--- config.mk ---
export PLATFORM = sky130hd
export DESIGN_NAME = port_reset_flush
export DESIGN_NICKNAME = d
export VERILOG_FILES = /design/src/rtl/pflush_pkg.sv /design/src/rtl/pflush_ctl_bit.sv /design/src/rtl/pflush_tracker.sv /design/src/rtl/pflush_ur_fifo.sv /design/src/rtl/port_reset_flush.sv
export SDC_FILE = /design/constraint.sdc
export NUM_CORES = 1
export LEC_CHECK = 0
export CORE_ASPECT_RATIO = 1.2
export CORE_MARGIN = 10
export CORE_UTILIZATION = 64
export CTS_BUF_LIST = sky130_fd_sc_hd__clkbuf_16
export CTS_CLUSTER_SIZE = 16
export DETAILED_ROUTE_END_ITERATION = 6
export DONT_BUFFER_PORTS = 1
export GPL_ROUTABILITY_DRIVEN = 0
export GPL_TIMING_DRIVEN = 0
export PLACE_DENSITY = 0.8
export SETUP_SLACK_MARGIN = 0.3
export SLEW_MARGIN = 40
export SYNTH_ARGS = -nofsm -noshare
export SYNTH_HDL_FRONTEND = slang
export SYNTH_SLANG_ARGS = --single-unit
--- constraint.sdc ---
create_clock -name clk -period 3.59 [get_ports clk]
set_input_delay 0.359 -clock clk [delete_from_list [all_inputs] [get_ports clk]]
set_output_delay 0.359 -clock clk [all_outputs]
set_load 0.02 [all_outputs]
--- src/rtl/pflush_pkg.sv ---
package pflush_pkg;
  localparam logic [2:0] CPL_STATUS_UR = 3'b001;
endpackage

--- src/rtl/pflush_ctl_bit.sv ---
module pflush_ctl_bit (
  input  logic clk,
  input  logic rst_n,
  input  logic wr_en,
  input  logic wr_data,
  output logic bit_q,
  output logic flush_end
);
  always_ff @(posedge clk or negedge rst_n) begin
    if (!rst_n)     bit_q <= 1'b0;
    else if (wr_en) bit_q <= wr_data;
  end

  // Falling edge of the control bit: tracker wipe happens on this edge.
  assign flush_end = bit_q & wr_en & ~wr_data;
endmodule

--- src/rtl/pflush_tracker.sv ---
module pflush_tracker #(
  parameter int TAG_W = 5
) (
  input  logic             clk,
  input  logic             rst_n,
  input  logic             set_en,
  input  logic [TAG_W-1:0] set_tag,
  input  logic             clr_en,
  input  logic [TAG_W-1:0] clr_tag,
  input  logic             clr_all,
  input  logic [TAG_W-1:0] look_tag,
  output logic             hit
);
  localparam int N = 1 << TAG_W;
  logic [N-1:0] pend_q;

  for (genvar i = 0; i < N; i++) begin : g_ent
    always_ff @(posedge clk or negedge rst_n) begin
      if (!rst_n)                                  pend_q[i] <= 1'b0;
      else if (clr_all)                            pend_q[i] <= 1'b0;
      else if (set_en && set_tag == TAG_W'(i))     pend_q[i] <= 1'b1;
      else if (clr_en && clr_tag == TAG_W'(i))     pend_q[i] <= 1'b0;
    end
  end

  assign hit = pend_q[look_tag];
endmodule

--- src/rtl/pflush_ur_fifo.sv ---
module pflush_ur_fifo #(
  parameter int W     = 21,
  parameter int DEPTH = 4
) (
  input  logic         clk,
  input  logic         rst_n,
  input  logic         push,
  input  logic [W-1:0] push_data,
  output logic         full,
  output logic         pop_valid,
  input  logic         pop_ready,
  output logic [W-1:0] pop_data
);
  localparam int AW = (DEPTH > 1) ? $clog2(DEPTH) : 1;
  localparam int CW = AW + 1;

  logic [W-1:0]  mem [DEPTH];
  logic [AW-1:0] wp_q, rp_q;
  logic [CW-1:0] cnt_q;
  logic          do_push, do_pop;

  assign full      = (cnt_q == CW'(DEPTH));
  assign pop_valid = (cnt_q != '0);
  assign pop_data  = mem[rp_q];
  assign do_push   = push && !full;
  assign do_pop    = pop_valid && pop_ready;

  always_ff @(posedge clk) begin
    if (do_push) mem[wp_q] <= push_data;
  end

  always_ff @(posedge clk or negedge rst_n) begin
    if (!rst_n) begin
      wp_q  <= '0;
      rp_q  <= '0;
      cnt_q <= '0;
    end else begin
      if (do_push) wp_q <= (wp_q == AW'(DEPTH-1)) ? '0 : wp_q + 1'b1;
      if (do_pop)  rp_q <= (rp_q == AW'(DEPTH-1)) ? '0 : rp_q + 1'b1;
      cnt_q <= cnt_q + CW'(do_push) - CW'(do_pop);
    end
  end
endmodule

--- src/rtl/port_reset_flush.sv ---
module port_reset_flush #(
  parameter int REQID_W  = 16,
  parameter int TAG_W    = 5,
  parameter int DATA_W   = 32,
  parameter int UR_DEPTH = 4
) (
  input  logic               clk,
  input  logic               rst_n,
  input  logic               cfg_wr_en,
  input  logic               cfg_wr_data,
  output logic               cfg_bit,
  output logic               hot_reset,
  input  logic               ob_in_valid,
  output logic               ob_in_ready,
  input  logic               ob_in_posted,
  input  logic [REQID_W-1:0] ob_in_reqid,
  input  logic [TAG_W-1:0]   ob_in_tag,
  input  logic [DATA_W-1:0]  ob_in_data,
  output logic               ob_out_valid,
  input  logic               ob_out_ready,
  output logic               ob_out_posted,
  output logic [REQID_W-1:0] ob_out_reqid,
  output logic [TAG_W-1:0]   ob_out_tag,
  output logic [DATA_W-1:0]  ob_out_data,
  input  logic               ib_in_valid,
  output logic               ib_in_ready,
  input  logic               ib_in_is_cpl,
  input  logic [TAG_W-1:0]   ib_in_tag,
  input  logic [DATA_W-1:0]  ib_in_data,
  output logic               ib_out_valid,
  input  logic               ib_out_ready,
  output logic               ib_out_is_cpl,
  output logic [TAG_W-1:0]   ib_out_tag,
  output logic [DATA_W-1:0]  ib_out_data,
  output logic               ur_valid,
  input  logic               ur_ready,
  output logic [REQID_W-1:0] ur_reqid,
  output logic [TAG_W-1:0]   ur_tag,
  output logic [2:0]         ur_status
);
  import pflush_pkg::*;

  localparam int UR_W = REQID_W + TAG_W;

  logic flushing, flush_end;
  logic ur_full, ur_push;
  logic np_fwd, cpl_hit, cpl_fwd, cpl_stray;
  logic [UR_W-1:0] ur_word;

  pflush_ctl_bit u_ctl (
    .clk(clk), .rst_n(rst_n), .wr_en(cfg_wr_en), .wr_data(cfg_wr_data),
    .bit_q(flushing), .flush_end(flush_end)
  );

  assign cfg_bit   = flushing;
  assign hot_reset = flushing;

  // Outbound side
  assign ob_out_valid  = ob_in_valid && !flushing;
  assign ob_out_posted = ob_in_posted;
  assign ob_out_reqid  = ob_in_reqid;
  assign ob_out_tag    = ob_in_tag;
  assign ob_out_data   = ob_in_data;

  always_comb begin
    if (!flushing)         ob_in_ready = ob_out_ready;
    else if (ob_in_posted) ob_in_ready = 1'b1;
    else                   ob_in_ready = !ur_full;
  end

  assign np_fwd  = !flushing && ob_in_valid && ob_out_ready && !ob_in_posted;
  assign ur_push = flushing && ob_in_valid && !ob_in_posted && !ur_full;

  // Inbound side
  assign cpl_stray = ib_in_is_cpl && !cpl_hit;
  assign ib_out_valid  = ib_in_valid && !flushing && !cpl_stray;
  assign ib_in_ready   = flushing || cpl_stray || ib_out_ready;
  assign ib_out_is_cpl = ib_in_is_cpl;
  assign ib_out_tag    = ib_in_tag;
  assign ib_out_data   = ib_in_data;
  assign cpl_fwd = ib_out_valid && ib_out_ready && ib_in_is_cpl;

  pflush_tracker #(.TAG_W(TAG_W)) u_trk (
    .clk(clk), .rst_n(rst_n),
    .set_en(np_fwd), .set_tag(ob_in_tag),
    .clr_en(cpl_fwd), .clr_tag(ib_in_tag),
    .clr_all(flush_end),
    .look_tag(ib_in_tag), .hit(cpl_hit)
  );

  pflush_ur_fifo #(.W(UR_W), .DEPTH(UR_DEPTH)) u_urq (
    .clk(clk), .rst_n(rst_n),
    .push(ur_push), .push_data({ob_in_reqid, ob_in_tag}),
    .full(ur_full),
    .pop_valid(ur_valid), .pop_ready(ur_ready), .pop_data(ur_word)
  );

  assign ur_reqid  = ur_word[UR_W-1 -: REQID_W];
  assign ur_tag    = ur_word[TAG_W-1:0];
  assign ur_status = CPL_STATUS_UR;
endmodule

==> results of run 1 <==
==> worst max-delay path, cell delays in order, from the launching register on <==
cell and delay [ps]:
dfrtp_1 410, or3_1 510, nand2_1 230, inv_1 80, ha_1 280, inv_1 40, ha_1 200, fa_1 410
xor2_1 170, xnor2_1 130
==> layout make-up <==
| type | instances | area, µm² | area share, % |
|---|---|---|---|
| Clock inverter | 15 | 85.08 | 1.211 |
| Sequential cell | 124 | 3523 | 50.14 |
| Buffer | 120 | 825.8 | 11.75 |
| Inverter | 7 | 26.28 | 0.3739 |
| Clock buffer | 17 | 425.4 | 6.054 |
| Timing Repair Buffer | 2 | 30.03 | 0.4274 |
| Multi-Input combinational cell | 232 | 1957 | 27.85 |
| Tap cell | 123 | 153.9 | 2.190 |
==> cell usage after synthesis (2+ instances only) <==
cell      instances
nand3b_1          2
buf_2             8
conb_1            2
ha_1              7
clkbuf_1         12
buf_4            97
mux2_2            2
a22oi_1           3
or2_1             2
inv_1             7
a21oi_1           2
dfrtp_1          40
edfxtp_1         84
o21ai_1           3
mux2i_1          16
nand2_1          14
nand2b_1         15
mux4_2           21
nor2_1           37
nor2b_1           6
buf_1             2
and2_1            4
o21ai_2           3
o221a_1          32
nor3_1           10
nand4_1           3
or3_1             2
o21ai_0          23
nand3_1           8
==> per-stage QoR <==
stage / util, % / instance area [µm²] / hold WS, ps
after detailed placement: 67.47 / 6486 / 65.65
after CTS: 73.10 / 7027 / 31.92
after global placement: 67.42 / 6481 / 66.21
after global routing: 73.10 / 7027 / 24.82
after floorplan: - / 6327 / 63.41
final: 73.10 / 7027 / 44.95
==> cells by family (layout without fill, tap and decap cells) <==
family	after synthesis	count (layout)	synth area share, %
buf+inv	127	161	13.47
flops	124	124	55.72
simple gates	108	108	8.627
compound gates	72	72	9.715
mux	39	39	10.37
fa+ha+maj	8	8	1.702
other cells	2	3	0.1188
xor+xnor	2	2	0.2771
==> power groups by stage <==
stage                     registers [mW]  clock network [mW]  logic (mW)
after global placement              1.71                   0        1.03
after detailed placement            1.72                   0        1.06
after global routing                1.71                1.55        1.14
after CTS                           1.70                1.48        1.09
final                               1.70                1.47        1.06
after floorplan                     1.70                   0       0.891
==> flip-flops by register name (all words and copies together) (netlist names) <==
name,flops
u_ctl.bit_q,1
u_trk.pend_q,32
u_urq.cnt_q,3
u_urq.mem,84
u_urq.rp_q,2
u_urq.wp_q,2
==> worst max path at each step <==
stage / from / to / slack, ps / cells after the start
after detailed placement: u_urq.cnt_q[2] / u_urq.cnt_q[2] / 1050 / 9
after global routing: u_urq.rp_q[0] / ur_tag[2] / 910 / 3
after floorplan: u_urq.cnt_q[2] / u_urq.cnt_q[2] / 1240 / 9
after global placement: u_ctl.bit_q / u_urq.mem[1][19] / 1050 / 4
after CTS: u_urq.cnt_q[2] / u_urq.cnt_q[2] / 1010 / 9
final: u_urq.cnt_q[2] / u_urq.cnt_q[2] / 1020 / 9
==> per-layer routing <==
metal | global-route usage [%] | up-vias | part of all wire (%)
li1 | - | 1737 | -
met1 | 23.75 | 2029 | 36
met2 | 38.54 | 198 | 56
met3 | 6.509 | 19 | 7.1
met4 | 5.752 | 0 | 1.3
met5 | 0 | - | 0
==> what timing repair did <==
item                       4_1_cts  5_1_grt
setup endpoints to repair        0        0
hold endpoints to repair        40        0
hold buffers                     2        0
setup buffers                    0        0
==> metrics.txt, run 1 <==
# setup viols final 0; Worst slew margin 57.60%; cell-internal power 2.907 mW; fillers 593; critical path class flip-flop to flip-flop; CTS tree yes; CTS resizes 0; flops & latches, synth 124; Worst Path Arrival 2860 ps; final period utilization 71.64%; share of power burned in the clock network 34.8%; First DRT Iteration DRCs 345; RSZ-0062 raised after global routing no; dpl hpwl 11640 µm; FMAX 388.8 MHz; root buf cell clkbuf_16; Max Cap Viol 0; Reg power frac 40.1%; clk buf depth 2; vias in the first global route 4251; CTS Buf Count 17; Max VDD drop 0.3926 mV; CP max FO 4; min Tclk post-route 2572 ps; Vias 3983; first-pass GRT wire length 23960 µm; Reg clk slew, reported paths 60 ps; Cells after Synth 482; CP endpoint kind flip-flop; Mapped Avg Cell Area 13.12 µm²; number of remaining DRC errors 0; Inst Count DP 606; static leakage 2.709 nW; post-synth top area share 39.89%; combinational share of power 25.1%; pre-CTS setup slack 1050 ps; clk sink count 124; worst reg2reg path startpoint u_urq.cnt_q[2]; Hold Path Origin ob_in_reqid[4]; Final #Nets 613; setup TNS 0 ps; commonest non-fill, non-tap cell in the layout buf_4; share of cells above drive strength 1 32.30%; Die H 128.9 µm; Worst Skew 8.744 ps; status complete, no violations; Worst Reg-to-Reg Cells 9; largest net degree at the start of global routing 41; Die Wd 110.7 µm; count of input and output buffers 0; Syn Std Cell Area 6324 µm²; Slew @ Worst Pin 636.0 ps; Hold Path Sink u_urq.mem[0][9]; Synth area leader edfxtp_1; # rows 39; Final WS setup 1018 ps; WL/cell 25.09 µm; number of synthesized flops with an enable pin 84; GRT Total Usage 21.24%; Syn. warnings 0; R2R Setup Slk 1020 ps; Hold Crit Class input pin to flip-flop; antenna cells 0; crit start category flip-flop; initial antenna violation count 0; Seq/Total Area, Yosys 55.72%; worst r2r dst u_urq.cnt_q[2]; Final Hold Viols 0; die area 14270 µm²; drt total wl 16060 µm; Non-Filler Instances 640; Cells on Worst Hold Path 0; most frequent cells in the layout buf_4, edfxtp_1, dfrtp_1, nor2_1, o221a_1; vias per cell 6.223; Synth area leaders edfxtp_1, dfrtp_1, buf_4; clk_lat worst skew 410 ps; top_reg_cell synth edfxtp_1; unique cell type count in the Yosys netlist 44; H-Tree Depth 4; async set-reset flop share out of synthesis 32.26%; Initial Utilization 65.78%; Slew Limit Fails 0; sw frac 31.20%; DRT Pass-1 Iters 5; total power 4.225 mW; grt ovf 0; Net Switching 1.318 mW; core area 9613 µm²; Syn-to-layout area delta 11.12%; Final ANT Viol Nets 0; io pins 224; CP Data Required Time 3880 ps; pwr dens 601.3 nW/µm²
Power figures use the tool's default switching activity.
==> run 2: changes to the inputs <==
- CORE_UTILIZATION: 64 -> 58
- PLACE_DENSITY: 0.8 -> 0.76
- clock period: 3.59 -> 2.1 ns (I/O delays scaled with it)
==> run 2 against run 1 <==
  * The flow now finishes with violations (setup timing)
  * Combinational power grew 130%
  * Sequential cell count is the same
  * Fmax grew 21%
  * Sequential power grew 71%
  * Global-route usage is essentially flat
  * Die area grew 8.6%
  * Via count grew 7.3%
  * Worst hold slack gained 47 ps
  * Critical path depth is the same
  * Count of clock-buffer cells in the layout is the same
  * Routed wire length grew 8.6%
  * Register-to-register slack lost 1000 ps
  * Critical path type unchanged
  * Critical endpoint unchanged
  * Largest cell class unchanged
  * Largest power group unchanged
  * Highest routed layer unchanged
==> metrics.txt, run 2 (synthesized netlist as in run 1, its figures left out) <==
largest registers u_urq.mem (84), u_trk.pend_q (32), u_urq.cnt_q (3); vias in the first global route 4748; H-Tree Depth 4; worst reg2reg path startpoint u_urq.cnt_q[0]; number of remaining DRC errors 0; Worst Path Arrival 2420 ps; CTS tree yes; Final Hold Viols 0; CP Data Required Time 2400 ps; share of cells above drive strength 1 47.99%; Worst Reg-to-Reg Cells 9; Placement Cell Area 6549 µm²; Initial Utilization 59.84%; io pins 224; Setup crit start u_urq.cnt_q[0]; Max stage delay on crit path 450 ps; FMAX 471.4 MHz; core area 10570 µm²; drt total wl 17440 µm; share of power burned in the clock network 34.3%; pwr dens 999.2 nW/µm²; worst r2r dst u_urq.cnt_q[2]; most frequent cells in the layout buf_4, edfxtp_1, dfrtp_1, o221a_1; DRT Pass-1 Iters 5; Hold Crit Class input pin to flip-flop; # setup viols final 1; dpl hpwl 10920 µm; CP top delay family adder cells; first-pass GRT wire length 25830 µm; Final ANT Viol Nets 0; Syn-to-layout area delta 29.66%; largest register by flop count u_urq.mem; CP max FO 2; slowest stage cell, crit path or3_4; # rows 41; combinational share of power 30.1%; RSZ-0062 raised after global routing yes; largest net degree at the start of global routing 41; Reg clk slew, reported paths 60 ps; die area 15500 µm²; Slew Limit Fails 0; WL/cell 24.91 µm; vias per cell 6.107; Final WS setup -21.42 ps; CTS Buf Count 17; Vias 4275; CP endpoint kind flip-flop; Buf/Inv on CP 2; clk sink count 124; Final #Nets 668; antenna cells 0; R2R Setup Slk -20 ps; Slew @ Worst Pin 799.3 ps; count of input and output buffers 0; initial antenna violation count 0; clk_lat worst skew 410 ps; min Tclk post-route 2121 ps; Worst Skew 8.910 ps; grt ovf 0; Die H 134.4 µm; static leakage 3.146 nW; Worst slew margin 46.72%; commonest non-fill, non-tap cell in the layout buf_4; sw frac 30.59%; Cell Chain, Critical Path or3_4 -> nand2_4 -> inv_2 -> ha_4 -> inv_2 -> ha_4 -> fa_2 -> xor2_2 -> xnor2_1; Die Wd 115.3 µm; First DRT Iteration DRCs 346; pre-CTS setup slack -55.72 ps; final hold slack 92.41 ps; critical path class flip-flop to flip-flop; root buf cell clkbuf_16; total power 8.192 mW; final period utilization 101.0%; crit path capture u_urq.cnt_q[2]; max reg flops 84; crit start category flip-flop; final std cell area, no fill 8199 µm²; failing checks setup timing; Max VDD drop 0.5927 mV; Max Cap Viol 0; Reg power frac 35.5%; Net Switching 2.506 mW; clk buf depth 2; cell-internal power 5.686 mW; fillers 589; GRT Total Usage 21.24%; status finished with violations; WP depth 9
[run 2: stage by stage]
stage,cells,util (%),setup TNS (ps)
floorplan,483,-,0
global placement,612,61.97,-53.00
detailed placement,612,61.97,-487.2
CTS,689,74.99,-28.55
global route,700,77.59,-123.3
finish,700,77.59,-21.42
[run 2: power groups by stage]
| stage | clock [mW] | combinational [mW] | sequential, mW |
|---|---|---|---|
| 2_1_floorplan | 0 | 1.58 | 2.91 |
| 3_5_place_dp | 0 | 1.87 | 2.94 |
| 3_3_place_gp | 0 | 1.83 | 2.93 |
| 6_report | 2.81 | 2.47 | 2.91 |
| 4_1_cts | 2.83 | 2.42 | 2.90 |
| 5_1_grt | 2.95 | 2.64 | 2.92 |
[run 2: timing repair]
| action | CTS | global route |
|---|---|---|
| endpoints found under the hold margin | 125 | 0 |
| gates resized for setup | 99 | 45 |
| setup buffers | 18 | 11 |
| setup endpoints to repair | 141 | 130 |
| cloned | 3 | 0 |
| hold buffers | 25 | 0 |
| pin swaps | 23 | 37 |
[run 2: worst register-to-register path: cells and delay by family (launching register included)]
kind	cells	cell delay, ps
flops	1	390
simple gates	2	530
fa+ha+maj	3	740
xor+xnor	2	270
buf+inv	2	80
[run 2: final cells by class]
type / instances / area, µm² / share of cell area, %
flip-flops and latches: 124 / 3525 / 42.99
multi-input cells: 233 / 2370 / 28.90
inverters: 7 / 26.28 / 0.3205
plain buffers: 120 / 918.4 / 11.20
repair buffers: 56 / 625.6 / 7.630
clock buffers: 17 / 425.4 / 5.188
well taps: 129 / 161.4 / 1.969
clock inverters: 14 / 147.6 / 1.801
[run 2: layer usage]
layer	global-route usage (%)	vias to the layer above	share of wire (%)
met5	0	-	0
li1	-	1847	-
met2	36.37	212	54
met3	6.292	50	7.1
met1	23.56	2166	36
met4	9.642	0	2.8
[run 2: worst min path at each step]
stage | from | end | slack (ps) | cells past startpoint
6_report | ib_in_tag[2] | u_trk.pend_q[9] | 90 | 3
5_1_grt | ib_in_tag[2] | u_trk.pend_q[3] | 110 | 3
4_1_cts | ib_in_tag[4] | u_trk.pend_q[9] | 70 | 3
3_5_place_dp | rst_n | u_trk.pend_q[30] | -80 | 0
3_3_place_gp | rst_n | u_trk.pend_q[27] | -80 | 0
2_1_floorplan | rst_n | u_ctl.bit_q | -90 | 0
